$ cat src/rtl/origami_pkg.sv
package origami_pkg;

  localparam int FLAVOR_W = 3;

  typedef enum logic [FLAVOR_W-1:0] {
    FL_PASS     = 3'd0,
    FL_CROSS    = 3'd1,
    FL_BCAST_L  = 3'd2,
    FL_BCAST_R  = 3'd3,
    FL_HALF_ADD = 3'd4,
    FL_AND      = 3'd5,
    FL_OR       = 3'd6,
    FL_ZERO     = 3'd7
  } flavor_e;

  typedef struct packed {
    logic right;
    logic left;
  } pair_t;

  // Pure combinational behaviour of one cell.
  function automatic pair_t cell_eval(flavor_e fl, logic a_l, logic a_r);
    pair_t res;
    res = '0;
    case (fl)
      FL_PASS:     begin res.left = a_l;       res.right = a_r;       end
      FL_CROSS:    begin res.left = a_r;       res.right = a_l;       end
      FL_BCAST_L:  begin res.left = a_l;       res.right = a_l;       end
      FL_BCAST_R:  begin res.left = a_r;       res.right = a_r;       end
      FL_HALF_ADD: begin res.left = a_l ^ a_r; res.right = a_l & a_r; end
      FL_AND:      begin res.left = a_l & a_r; res.right = 1'b0;      end
      FL_OR:       begin res.left = a_l | a_r; res.right = 1'b0;      end
      default:     res = '0;
    endcase
    return res;
  endfunction

endpackage

$ cat src/rtl/origami_cell.sv
module origami_cell
  import origami_pkg::*;
(
  input  logic [FLAVOR_W-1:0] code,
  input  logic                in_l,
  input  logic                in_r,
  output logic                out_l,
  output logic                out_r
);

  pair_t res;

  always_comb begin
    res   = cell_eval(flavor_e'(code), in_l, in_r);
    out_l = res.left;
    out_r = res.right;
  end

endmodule

$ cat src/rtl/origami_cfg_store.sv
module origami_cfg_store
  import origami_pkg::*;
#(
  parameter int ROWS      = 4,
  parameter int COLS      = 4,
  parameter int ROW_IDX_W = 3,
  parameter int COL_IDX_W = 3
) (
  input  logic                            clk,
  input  logic                            rst_n,
  input  logic                            we,
  input  logic                            busy,
  input  logic [ROW_IDX_W-1:0]            row,
  input  logic [COL_IDX_W-1:0]            col,
  input  logic [FLAVOR_W-1:0]             code,
  output logic [ROWS*COLS*FLAVOR_W-1:0]   cfg_flat
);

  logic in_range;
  logic wr_ok;

  assign in_range = (row < ROW_IDX_W'(ROWS)) && (col < COL_IDX_W'(COLS));
  assign wr_ok    = we && !busy && in_range;

  for (genvar r = 0; r < ROWS; r++) begin : g_row
    for (genvar c = 0; c < COLS; c++) begin : g_col
      localparam int BASE = (r * COLS + c) * FLAVOR_W;
      logic hit;
      assign hit = wr_ok && (row == ROW_IDX_W'(r)) && (col == COL_IDX_W'(c));
      always_ff @(posedge clk) begin
        if (!rst_n)   cfg_flat[BASE +: FLAVOR_W] <= FL_PASS;
        else if (hit) cfg_flat[BASE +: FLAVOR_W] <= code;
      end
    end
  end

  // an address outside the grid leaves every cell as it was
  assert_range_guard_R11: assert property (@(posedge clk) disable iff (!rst_n)
    (we && !in_range) |=> $stable(cfg_flat));

endmodule

$ cat src/rtl/origami_row.sv
module origami_row
  import origami_pkg::*;
#(
  parameter int COLS  = 4,
  parameter int SHIFT = 0   // 0: direct, 1: toward higher bits, 2: toward lower bits
) (
  input  logic                     clk,
  input  logic                     rst_n,
  input  logic                     prev_valid,
  input  logic [2*COLS-1:0]        prev_data,
  input  logic [COLS*FLAVOR_W-1:0] codes,
  output logic                     row_valid,
  output logic [2*COLS-1:0]        row_data
);

  localparam int W = 2 * COLS;

  logic [W-1:0] feed;
  logic [W-1:0] cell_out;

  // Half-cell stagger between rows; the bit pushed off the edge is dropped.
  if (SHIFT == 1) begin : g_up
    logic edge_unused;
    assign edge_unused = prev_data[W-1];
    assign feed = {prev_data[W-2:0], 1'b0};
  end else if (SHIFT == 2) begin : g_down
    logic edge_unused;
    assign edge_unused = prev_data[0];
    assign feed = {1'b0, prev_data[W-1:1]};
  end else begin : g_direct
    assign feed = prev_data;
  end

  for (genvar c = 0; c < COLS; c++) begin : g_cell
    logic [FLAVOR_W-1:0] code_c;
    logic                fl, fr, ol, orr;
    assign code_c = codes[c*FLAVOR_W +: FLAVOR_W];
    assign fl = feed[2*c];
    assign fr = feed[2*c+1];
    assign ol = cell_out[2*c];
    assign orr = cell_out[2*c+1];

    origami_cell u_cell (
      .code  (code_c),
      .in_l  (fl),
      .in_r  (fr),
      .out_l (cell_out[2*c]),
      .out_r (cell_out[2*c+1])
    );

    // a swap cell exchanges sides
    assert_cross_R2: assert property (@(posedge clk) disable iff (!rst_n)
      (code_c == FL_CROSS) |-> (ol == fr && orr == fl));
    // a broadcast cell shows the same bit on both outputs
    assert_bcast_R3: assert property (@(posedge clk) disable iff (!rst_n)
      (code_c == FL_BCAST_L || code_c == FL_BCAST_R) |-> (ol == orr));
    // carry and sum together equal the arithmetic sum of the inputs
    assert_half_add_R4: assert property (@(posedge clk) disable iff (!rst_n)
      (code_c == FL_HALF_ADD) |-> ({orr, ol} == ({1'b0, fl} + {1'b0, fr})));
    // the spare code is silent
    assert_zero_code_R5: assert property (@(posedge clk) disable iff (!rst_n)
      (code_c == FL_ZERO) |-> (ol == 1'b0 && orr == 1'b0));
  end

  always_ff @(posedge clk) begin
    if (!rst_n) begin
      row_valid <= 1'b0;
      row_data  <= '0;
    end else begin
      row_valid <= prev_valid;
      row_data  <= cell_out;
    end
  end

endmodule

$ cat src/rtl/origami_array.sv
module origami_array
  import origami_pkg::*;
#(
  parameter int ROWS      = 4,
  parameter int COLS      = 4,
  parameter int ROW_IDX_W = $clog2(ROWS) + 1,
  parameter int COL_IDX_W = $clog2(COLS) + 1
) (
  input  logic                 clk,
  input  logic                 rst_n,
  input  logic                 cfg_we,
  input  logic [ROW_IDX_W-1:0] cfg_row,
  input  logic [COL_IDX_W-1:0] cfg_col,
  input  logic [2:0]           cfg_code,
  input  logic                 in_valid,
  input  logic [2*COLS-1:0]    in_data,
  output logic                 out_valid,
  output logic [2*COLS-1:0]    out_data
);

  localparam int W     = 2 * COLS;
  localparam int ROW_CFG_W = COLS * FLAVOR_W;
  localparam int CFG_W = ROWS * ROW_CFG_W;

  logic [ROWS-1:0]         stage_valid;
  logic [ROWS-1:0][W-1:0]  stage_data;
  logic [CFG_W-1:0]        cfg_flat;
  logic                    busy;

  assign busy = in_valid | (|stage_valid);

  origami_cfg_store #(
    .ROWS(ROWS), .COLS(COLS), .ROW_IDX_W(ROW_IDX_W), .COL_IDX_W(COL_IDX_W)
  ) u_cfg (
    .clk      (clk),
    .rst_n    (rst_n),
    .we       (cfg_we),
    .busy     (busy),
    .row      (cfg_row),
    .col      (cfg_col),
    .code     (cfg_code),
    .cfg_flat (cfg_flat)
  );

  for (genvar r = 0; r < ROWS; r++) begin : g_stage
    localparam int SH = (r == 0) ? 0 : ((r % 2 == 1) ? 1 : 2);
    logic         pv;
    logic [W-1:0] pd;
    if (r == 0) begin : g_first
      assign pv = in_valid;
      assign pd = in_data;
    end else begin : g_next
      assign pv = stage_valid[r-1];
      assign pd = stage_data[r-1];
    end

    origami_row #(.COLS(COLS), .SHIFT(SH)) u_row (
      .clk        (clk),
      .rst_n      (rst_n),
      .prev_valid (pv),
      .prev_data  (pd),
      .codes      (cfg_flat[r*ROW_CFG_W +: ROW_CFG_W]),
      .row_valid  (stage_valid[r]),
      .row_data   (stage_data[r])
    );
  end

  assign out_valid = stage_valid[ROWS-1];
  assign out_data  = stage_data[ROWS-1];

  // flavors cannot move while a vector is offered or in flight
  assert_cfg_frozen_R10: assert property (@(posedge clk) disable iff (!rst_n)
    busy |=> $stable(cfg_flat));
  // an empty pipeline produces no result on the next cycle
  assert_no_phantom_R8: assert property (@(posedge clk) disable iff (!rst_n)
    !busy |=> !out_valid);

endmodule

$ cat config.mk
export PLATFORM = sky130hd
export DESIGN_NAME = origami_array
export DESIGN_NICKNAME = d
export VERILOG_FILES = /design/src/rtl/origami_pkg.sv /design/src/rtl/origami_cell.sv /design/src/rtl/origami_cfg_store.sv /design/src/rtl/origami_row.sv /design/src/rtl/origami_array.sv
export SDC_FILE = /design/constraint.sdc
export NUM_CORES = 1
export LEC_CHECK = 0
export ABC_AREA = 1
export BUFFER_PORTS_ARGS = -buffer_cell sky130_fd_sc_hd__buf_2
export CAP_MARGIN = 10
export CORE_ASPECT_RATIO = 2
export CORE_MARGIN = 2
export CORE_UTILIZATION = 57
export DETAILED_ROUTE_END_ITERATION = 10
export GPL_TIMING_DRIVEN = 0
export PLACE_DENSITY = 0.72
export SLEW_MARGIN = 5
export SYNTH_ARGS = -nofsm -noshare
export SYNTH_HDL_FRONTEND = slang
export SYNTH_SLANG_ARGS = --single-unit
$ cat constraint.sdc
create_clock -name clk -period 1.6 [get_ports clk]
set_input_delay 0 -clock clk [delete_from_list [all_inputs] [get_ports clk]]
set_output_delay 0 -clock clk [all_outputs]
set_load 0.01 [all_outputs]
==> results of run 1 <==
state kept, by name, summed over array words and instances, names as in the netlist:
register	flops
g_stage.u_row.row_data	29
g_stage.u_row.row_valid	4
u_cfg.cfg_flat	46
where the power goes:
| group | switching [mW] | internal (mW) | leakage [nW] |
|---|---|---|---|
| clock network | 0.793 | 1.45 | 0.158 |
| logic | 0.255 | 0.122 | 1.67 |
| registers | 0.0200 | 2.00 | 0.641 |
logic make-up (layout without fill, tap and decap cells):
family	after synthesis	after routing	share of synthesized area, %
adders and majority gates	26	26	7.061
buffers and inverters	161	207	14.12
xor gates and xnor gates	1	1	0.1901
and+or+nand+nor	361	361	35.09
DFF	79	79	34.33
AOI/OAI and AO/OA	75	75	9.207
through the flow:
stage | total power [mW] | worst slack [ns] | std cells | cell area [sq um] | utilization, %
final | 4.636 | 0.1273 | 845 | 5215 | 66.14
after detailed placement | 2.434 | 0.1634 | 828 | 4872 | 61.79
after global routing | 4.794 | 0.01779 | 845 | 5215 | 66.14
after floorplan | 2.302 | 0.4134 | 703 | 4607 | -
after global placement | 2.422 | 0.1831 | 828 | 4872 | 61.79
after CTS | 4.666 | 0.1278 | 845 | 5215 | 66.14
worst paths after layout:
path | cells past startpoint | startpoint | end | slack, ns
max | 10 | in_valid | u_cfg.cfg_flat[22] | 0.13
min reg2reg | 1 | u_cfg.cfg_flat[33] | g_stage[2].u_row.row_data[6] | 0.41
max reg2reg | 8 | g_stage[3].u_row.row_valid | u_cfg.cfg_flat[22] | 0.14
min | 5 | in_data[1] | g_stage[0].u_row.row_data[1] | 0.08
cell usage after synthesis (2+ instances only):
library cell	instances	area [sq um]
ha_1	26	325.3
dfxtp_1	79	1582
buf_2	16	80.08
nor2_1	97	364.1
o21a_1	4	30.03
nor3_4	2	32.53
clkbuf_1	5	18.77
nand2_1	172	645.6
o21ai_0	32	160.2
inv_1	135	506.7
a21oi_1	23	115.1
nor3_1	2	10.01
nand4_1	53	331.6
o211ai_1	13	97.59
a211oi_1	2	15.01
nand3_1	23	115.1
buf_6	3	33.78
nand3_2	10	100.1
worst register-to-register path, cell delays in order (launching register included):
cell and delay (ns):
dfxtp_1 0.31, nor2_1 0.10, nand2_1 0.09, nor2_4 0.24, buf_6 0.23, nand3_2 0.11
nand2_1 0.10, inv_1 0.04, nor2_1 0.16
layout make-up:
cell class / instances / area [sq um]
inverters: 135 / 506.7
well taps: 96 / 120.1
plain buffers: 26 / 143.9
clock buffers: 11 / 252.7
clock inverters: 5 / 80.08
multi-input cells: 463 / 2375
repair buffers: 30 / 155.1
flip-flops and latches: 79 / 1582
fillers: 716 / 2670
routing by layer:
| layer | vias to the layer above | global-route usage [%] | wire [um] |
|---|---|---|---|
| met3 | 34 | 4.966 | 501 |
| li1 | 2301 | - | - |
| met2 | 121 | 46.79 | 5834 |
| met5 | - | 0 | 0 |
| met4 | 0 | 13.95 | 453 |
| met1 | 1998 | 26.80 | 4086 |
what timing repair did:
action / CTS / global route
endpoints found under the hold margin: 1 / 0
hold buffers: 1 / 0
gates resized for setup: 0 / 0
endpoints found under the setup margin: 0 / 1
==> impl_metrics.py, run 1 <==
metrics = {
    "clocking": {
        "cts.sinks": 79,
        "cts_max_path_buffers": 2,
        "htreeDepth": 3,
        "clkSlewWorstSetupHoldPaths_ns": 0.06,
        "clk_latency_ns": 0.34,
        "root_buffer": "clkbuf_16",
        "cts_setup_buffers": 0,
        "cts_tree": "done",
        "cts_buffers": 9,
    },
    "synthesis": {
        "yosys_warnings": 0,
        "syn_nets": 750,
        "synth_ff_type": "dfxtp_1",
        "yosys_register_bits": 79,
        "synth_edf_count": 0,
        "syn_inst": 703,
        "synth-seq-area-share_pct": 34.33,
        "async_flop_share_pct": 0,
        "ys_types": 24,
        "synth_area_per_cell_sq_um": 6.553,
        "synth_area_sq_mm": 0.004607,
    },
    "place": {
        "portBuffers": 29,
        "gp_congestion": 0.8651,
        "dpl.hpwl_mm": 8.262,
    },
    "critical_path": {
        "crit_family": "buffers and inverters",
        "endpoint_kind": "register",
        "crit_type": "in2reg",
        "crit_chain": "dlygate4sd3_1, buf_2, nor2_1, nand2_1, nor2_4, buf_6, nand3_2, nand2_1, inv_1, nor2_1",
        "crit_slowest_cell": "dlygate4sd3_1",
        "cpPeakStageDelay_ns": 0.53,
        "worst-path-max-fanout": 10,
        "path_buf_inv": 4,
        "worstPathArrival_ns": 1.73,
        "crit_required_ns": 1.86,
        "critPathLaunchType": "input port",
    },
    "global_routing": {
        "grt_pass1_vias": 4120,
        "grt_pass1_wl_mm": 17.74,
        "overflow": 0,
        "grt_max_degree": 14,
        "antenna_found_initial": 0,
        "grt_util_all_layers_pct": 26.08,
    },
    "timing": {
        "rsz0062_at_grt": "no",
        "holdWs_ns": 0.08316,
        "finalCritPeriodShare_pct": 92.04,
        "max_clock_freq_ghz": 0.6790,
        "worstMarginPinSlew_ns": 0.7994,
        "slew_headroom_pct": 46.71,
        "maxSlewViolCount": 0,
        "period_needed_ns": 1.473,
        "fin_tns_setup_ns": 0,
        "report.final.hold_viol_count": 0,
        "final-setup-viol-count": 0,
        "skew_ns": 0.004912,
    },
    "detailed_routing": {
        "post_drt_wl_per_cell_um": 12.87,
        "via_count": 4454,
        "drcViolationCount": 0,
        "antenna_left": 0,
        "drt_iter0_markers": 223,
        "drt_wl_total_mm": 10.88,
        "drtPass1Iterations": 5,
        "routed_via_density": 5.271,
    },
    "power": {
        "leakage_nw": 2.472,
        "power.density_mw_per_mm2": 888.9,
        "peakVddDrop_uv": 752.0,
    },
    "floorplanning": {
        "dieArea_sq_mm": 0.008861,
        "placementRows": 46,
        "core_area_sq_mm": 0.007885,
        "io_pins": 30,
        "fp.dieW_um": 67.57,
        "start_util_pct": 58.43,
        "die_h_um": 131.1,
    },
    "layout": {
        "fin_nets": 791,
        "antennaDiodeCount": 0,
        "drive_gt1_share_pct": 10.55,
        "areaGrowthSynthToFinish_pct": 13.20,
        "layout_commonest_cell": "nand2_1",
        "final_cell_mix": "nand2_1 (172), inv_1 (135), nor2_1 (97)",
    },
    "run": {
        "max-cap-violations": 0,
    },
    "outcome": {
        "status": "completed",
    },
    "worst_hold_path": {
        "hold_path_class": "in2reg",
    },
}
(Power assumes the default switching activity.)
==> inputs of run 2 (changes only) <==
PLACE_DENSITY = not set   (was 0.72)
PLACE_DENSITY_LB_ADDON = 0.05   (was not set)
==> run 2 against run 1 <==
- register-to-register slack improved by 0.02 ns
- count of clock-buffer cells in the layout is 3 higher
- clock skew barely moved
- first-iteration DRC count rose by 6.7%
- highest routed layer unchanged
- design area down 1.4%
- cell count decreased by 0.12%
- sequential power barely moved
- critical path type is now reg2reg
- flip-flop and latch count stayed put
- global-route usage increased by 0.74 points
- utilization fell by 0.94 points
==> impl_metrics.py, run 2 (synthesis gave the netlist of run 1 again) <==
metrics = {
    "floorplanning": {
        "fp.dieW_um": 67.57,
        "core_area_sq_mm": 0.007885,
        "placementRows": 46,
        "die_h_um": 131.1,
        "io_pins": 30,
        "start_util_pct": 58.43,
        "dieArea_sq_mm": 0.008861,
    },
    "timing": {
        "report.final.hold_viol_count": 0,
        "max_clock_freq_ghz": 0.6968,
        "slew_headroom_pct": 45.20,
        "worstMarginPinSlew_ns": 0.8221,
        "maxSlewViolCount": 0,
        "finalCritPeriodShare_pct": 89.70,
        "skew_ns": 0.005326,
        "period_needed_ns": 1.435,
        "fin_tns_setup_ns": 0,
        "final-setup-viol-count": 0,
        "rsz0062_at_grt": "no",
    },
    "critical_path": {
        "worst-path-max-fanout": 10,
        "ff2ff_path_depth": 7,
        "critPathLaunchType": "register",
        "crit_required_ns": 1.83,
        "cpPeakStageDelay_ns": 0.31,
        "crit_slowest_cell": "dfxtp_1",
        "crit_type": "reg2reg",
        "worstPathArrival_ns": 1.67,
        "endpoint_kind": "register",
        "crit_chain": "nor2_1, nand2_1, nor2_4, buf_2, nand4_1, nand2_1, nor2_1",
    },
    "clocking": {
        "cts_setup_buffers": 0,
        "htreeDepth": 3,
        "cts.sinks": 79,
        "cts_buffers": 9,
        "cts_tree": "done",
        "cts_max_path_buffers": 2,
        "clkSlewWorstSetupHoldPaths_ns": 0.06,
        "root_buffer": "clkbuf_16",
        "clk_latency_ns": 0.33,
    },
    "global_routing": {
        "grt_util_all_layers_pct": 26.83,
        "grt_pass1_vias": 4234,
        "grt_pass1_wl_mm": 18.30,
        "grt_max_degree": 12,
        "overflow": 0,
        "antenna_found_initial": 0,
    },
    "layout": {
        "antennaDiodeCount": 0,
        "reg_top3": "u_cfg.cfg_flat (46), g_stage.u_row.row_data (29), g_stage.u_row.row_valid (4)",
        "top_register": "u_cfg.cfg_flat",
        "final_cell_mix": "nand2_1 (172), inv_1 (135), nor2_1 (97)",
        "fin_nets": 791,
        "drive_gt1_share_pct": 9.893,
        "areaGrowthSynthToFinish_pct": 11.60,
        "largest_reg_flops": 46,
        "fillers": 728,
        "layout_commonest_cell": "nand2_1",
    },
    "power": {
        "power.density_mw_per_mm2": 823.1,
        "leakage_nw": 2.442,
        "peakVddDrop_uv": 715.7,
        "p_total_mw": 4.232,
    },
    "outcome": {
        "status": "completed",
    },
    "worst_hold_path": {
        "hold_path_class": "in2reg",
        "hold_depth": 5,
    },
    "place": {
        "portBuffers": 29,
        "dpl.hpwl_mm": 8.383,
        "gp_congestion": 0.8466,
    },
    "detailed_routing": {
        "drcViolationCount": 0,
        "post_drt_wl_per_cell_um": 13.27,
        "via_count": 4511,
        "antenna_left": 0,
        "drt_wl_total_mm": 11.20,
        "drtPass1Iterations": 5,
        "drt_iter0_markers": 238,
        "routed_via_density": 5.345,
    },
    "run": {
        "max-cap-violations": 0,
    },
}
[run 2: cell types whose count changed in the layout (fill, tap and decap cells not counted)]
cell	previous run	this run
clkbuf_1	5	9
bufinv_16	2	0
clkinvlp_4	2	0
clkbuf_8	2	1
[run 2: routing by layer]
| layer | global-route usage [%] | share of wire [%] | up-vias |
|---|---|---|---|
| met1 | 27.44 | 38 | 2052 |
| met4 | 12.59 | 3.3 | 0 |
| met2 | 48.97 | 55 | 120 |
| met5 | 0 | 0 | - |
| li1 | - | - | 2303 |
| met3 | 5.308 | 4.2 | 36 |
[run 2: layout make-up]
type	instances	area [sq um]	area share, %
inverters	135	506.7	9.856
plain buffers	26	143.9	2.799
clock buffers	14	254.0	4.940
multi-input cells	463	2375	46.19
flip-flops and latches	79	1582	30.76
clock inverters	1	5.005	0.09735
repair buffers	30	155.1	3.018
well taps	96	120.1	2.336
[run 2: worst max-delay path: cells and delay by family (launching register included)]
kind	cells	cell delay, ns
flip-flops	1	0.31
AND/OR/NAND/NOR	6	0.76
buffers and inverters	1	0.28
[run 2: path summary, 6_finish.rpt]
path,startpoint,end,slack [ns]
hold / removal,in_data[1],g_stage[0].u_row.row_data[1],0.09
hold reg to reg,g_stage[1].u_row.row_data[7],g_stage[2].u_row.row_data[6],0.42
setup reg to reg,g_stage[3].u_row.row_valid,u_cfg.cfg_flat[23],0.16
setup / recovery,g_stage[3].u_row.row_valid,u_cfg.cfg_flat[23],0.16
[run 2: metrics by stage]
stage | instances | area [sq um] | utilization [%] | hold slack (ns) | setup slack [ns]
after floorplan | 703 | 4607 | - | 0.09763 | 0.4134
after global placement | 828 | 4872 | 61.79 | 0.1940 | 0.1697
after detailed placement | 828 | 4872 | 61.79 | 0.2061 | 0.1451
after CTS | 844 | 5141 | 65.20 | 0.08196 | 0.1760
after global routing | 844 | 5141 | 65.20 | 0.1448 | 0.07058
final | 844 | 5141 | 65.20 | 0.08668 | 0.1648
[run 2: where the power goes]
part           switching, mW  internal [mW]
combinational          0.258          0.122
clock                  0.747           1.08
sequential            0.0208           2.00
total                   1.03           3.21
[run 2: timing repair]
action	4_1_cts	5_1_grt
hold endpoints to repair	1	0
gates resized for setup	0	0
hold buffers	1	0
==> inputs of run 3 (changes only) <==
CORE_MARGIN = 1.5   (was 2)
==> run 3 against run 2 <==
- wire length up 0.84%
- highest routed layer unchanged
- global-route usage grew 1.4 points
- design area is 1.1% higher
- first-iteration DRC count increased by 0.42%
- cell count is 0.12% higher
- clock skew increased by 0.0016 ns
==> impl_metrics.py, run 3 (synthesis gave the netlist of run 1 again) <==
metrics = {
    "power": {
        "seq_power_share_pct": 44.1,
        "peakVddDrop_uv": 565.4,
        "internal-power_mw": 3.481,
        "p_total_mw": 4.578,
        "combPwrFrac_pct": 8.3,
        "leakage_nw": 2.464,
        "power.switching_mw": 1.096,
        "switching_share_pct": 23.95,
        "power.density_mw_per_mm2": 880.9,
        "clkPwrFrac_pct": 47.6,
    },
    "global_routing": {
        "overflow": 0,
        "grt_pass1_wl_mm": 18.85,
        "grt_util_all_layers_pct": 28.27,
        "grt_pass1_vias": 4391,
        "grt_max_degree": 14,
        "antenna_found_initial": 0,
    },
    "floorplanning": {
        "placementRows": 46,
        "core_area_sq_mm": 0.007885,
        "die_h_um": 130.1,
        "dieArea_sq_mm": 0.008663,
        "start_util_pct": 58.43,
        "io_pins": 30,
        "fp.dieW_um": 66.57,
    },
    "critical_path": {
        "rrSetupSlack_ns": 0.12,
        "cp-startpoint": "g_stage[3].u_row.row_valid",
        "setup.worst_path.end": "u_cfg.cfg_flat[27]",
        "ff2ff_path_depth": 8,
        "crit_type": "reg2reg",
        "critPathLaunchType": "register",
        "worst-path-max-fanout": 10,
        "endpoint_kind": "register",
        "crit_required_ns": 1.87,
        "timing.rr.start": "g_stage[3].u_row.row_valid",
        "reg2reg_to": "u_cfg.cfg_flat[27]",
        "worstPathArrival_ns": 1.74,
    },
    "clocking": {
        "clkSlewWorstSetupHoldPaths_ns": 0.06,
        "cts_resized": 0,
        "root_buffer": "clkbuf_16",
        "clk_latency_ns": 0.34,
        "cts_buffers": 9,
        "cts.sinks": 79,
        "cts_tree": "done",
        "htreeDepth": 3,
        "cts_max_path_buffers": 2,
    },
    "layout": {
        "drive_gt1_share_pct": 10.41,
        "multi_input_area_sq_mm": 0.002375,
        "antennaDiodeCount": 0,
        "fillers": 724,
        "areaGrowthSynthToFinish_pct": 12.79,
        "fin_nets": 791,
        "layout_commonest_cell": "nand2_1",
        "final_cell_mix": "nand2_1 (172), inv_1 (135), nor2_1 (97)",
        "instances_no_fill": 845,
        "register_area_sq_mm": 0.001582,
        "top_register": "u_cfg.cfg_flat",
        "largest_reg_flops": 46,
        "final_area_sq_mm": 0.005196,
        "reg_top3": "u_cfg.cfg_flat (46), g_stage.u_row.row_data (29), g_stage.u_row.row_valid (4)",
    },
    "detailed_routing": {
        "drt_iter0_markers": 239,
        "drcViolationCount": 0,
        "antenna_left": 0,
        "via_count": 4501,
        "drt_wl_total_mm": 11.29,
        "post_drt_wl_per_cell_um": 13.36,
        "drtPass1Iterations": 5,
        "routed_via_density": 5.327,
    },
    "timing": {
        "worstMarginPinSlew_ns": 0.7864,
        "maxSlewViolCount": 0,
        "period_needed_ns": 1.478,
        "final-setup-viol-count": 0,
        "fin_tns_setup_ns": 0,
        "max_clock_freq_ghz": 0.6767,
        "rsz0062_at_grt": "no",
        "skew_ns": 0.006899,
        "report.final.hold_viol_count": 0,
        "holdWs_ns": 0.08949,
        "slew_headroom_pct": 47.57,
        "finalCritPeriodShare_pct": 92.35,
    },
    "place": {
        "dpl.hpwl_mm": 8.431,
        "portBuffers": 29,
        "dp_cells": 828,
        "placed_cell_area_sq_mm": 0.004872,
        "gp_congestion": 0.8842,
    },
    "worst_hold_path": {
        "hold_path_class": "in2reg",
    },
    "outcome": {
        "status": "completed",
    },
    "run": {
        "max-cap-violations": 0,
    },
}
## run 3: cell count changes in the layout (fill, tap and decap cells not counted), sizes merged
cell / change
clkinv: +1
clkbuf: -4
clkinvlp: +2
bufinv: +2
## run 3: critical path, cell delays in order (launching register included)
cell and delay [ns]:
dfxtp_1 0.30, nor2_1 0.10, nand2_1 0.10, nor2_4 0.28, buf_6 0.23, nand3_2 0.10
nand2_1 0.10, inv_1 0.05, nor2_1 0.14
## run 3: metrics by stage
| step | setup WS (ns) | util [%] |
|---|---|---|
| 6_report | 0.1223 | 65.90 |
| 5_1_grt | 0.06184 | 65.90 |
| 4_1_cts | 0.1544 | 65.90 |
| 3_5_place_dp | 0.1583 | 61.79 |
| 3_3_place_gp | 0.1698 | 61.79 |
| 2_1_floorplan | 0.4134 | - |
## run 3: worst min path at each step
stage	start	endpoint	depth (start not counted)
after floorplan	in_valid	g_stage[0].u_row.row_valid	2
after global placement	in_valid	g_stage[0].u_row.row_valid	3
after detailed placement	in_valid	g_stage[0].u_row.row_valid	3
after CTS	in_data[1]	g_stage[0].u_row.row_data[1]	5
after global routing	rst_n	u_cfg.cfg_flat[9]	4
final	in_data[1]	g_stage[0].u_row.row_data[1]	5
## run 3: area by class of cell
class | instances | area share [%]
Buffer | 26 | 2.769
Clock buffer | 10 | 4.406
Clock inverter | 6 | 1.637
Inverter | 135 | 9.752
Multi-Input combinational cell | 463 | 45.70
Sequential cell | 79 | 30.44
Tap cell | 96 | 2.312
Timing Repair Buffer | 30 | 2.986
## run 3: metal layers
layer,GRT usage [%],routed length [um],vias to the layer above
li1,-,-,2292
met2,54.47,6231,126
met1,26.98,4170,2046
met3,5.172,423,37
met5,0,0,-
met4,15.25,465,0
## run 3: timing repair
action / in CTS / in global routing
setup buffers: 0 / 0
hold endpoints to repair: 1 / 0
hold buffers: 1 / 0
## run 3: power groups by stage
stage | clock (mW) | sequential (mW) | combinational, mW
6_report | 2.18 | 2.02 | 0.378
5_1_grt | 2.29 | 2.02 | 0.428
4_1_cts | 2.20 | 2.02 | 0.376
3_5_place_dp | 0 | 2.06 | 0.372
3_3_place_gp | 0 | 2.06 | 0.363
2_1_floorplan | 0 | 2.06 | 0.243
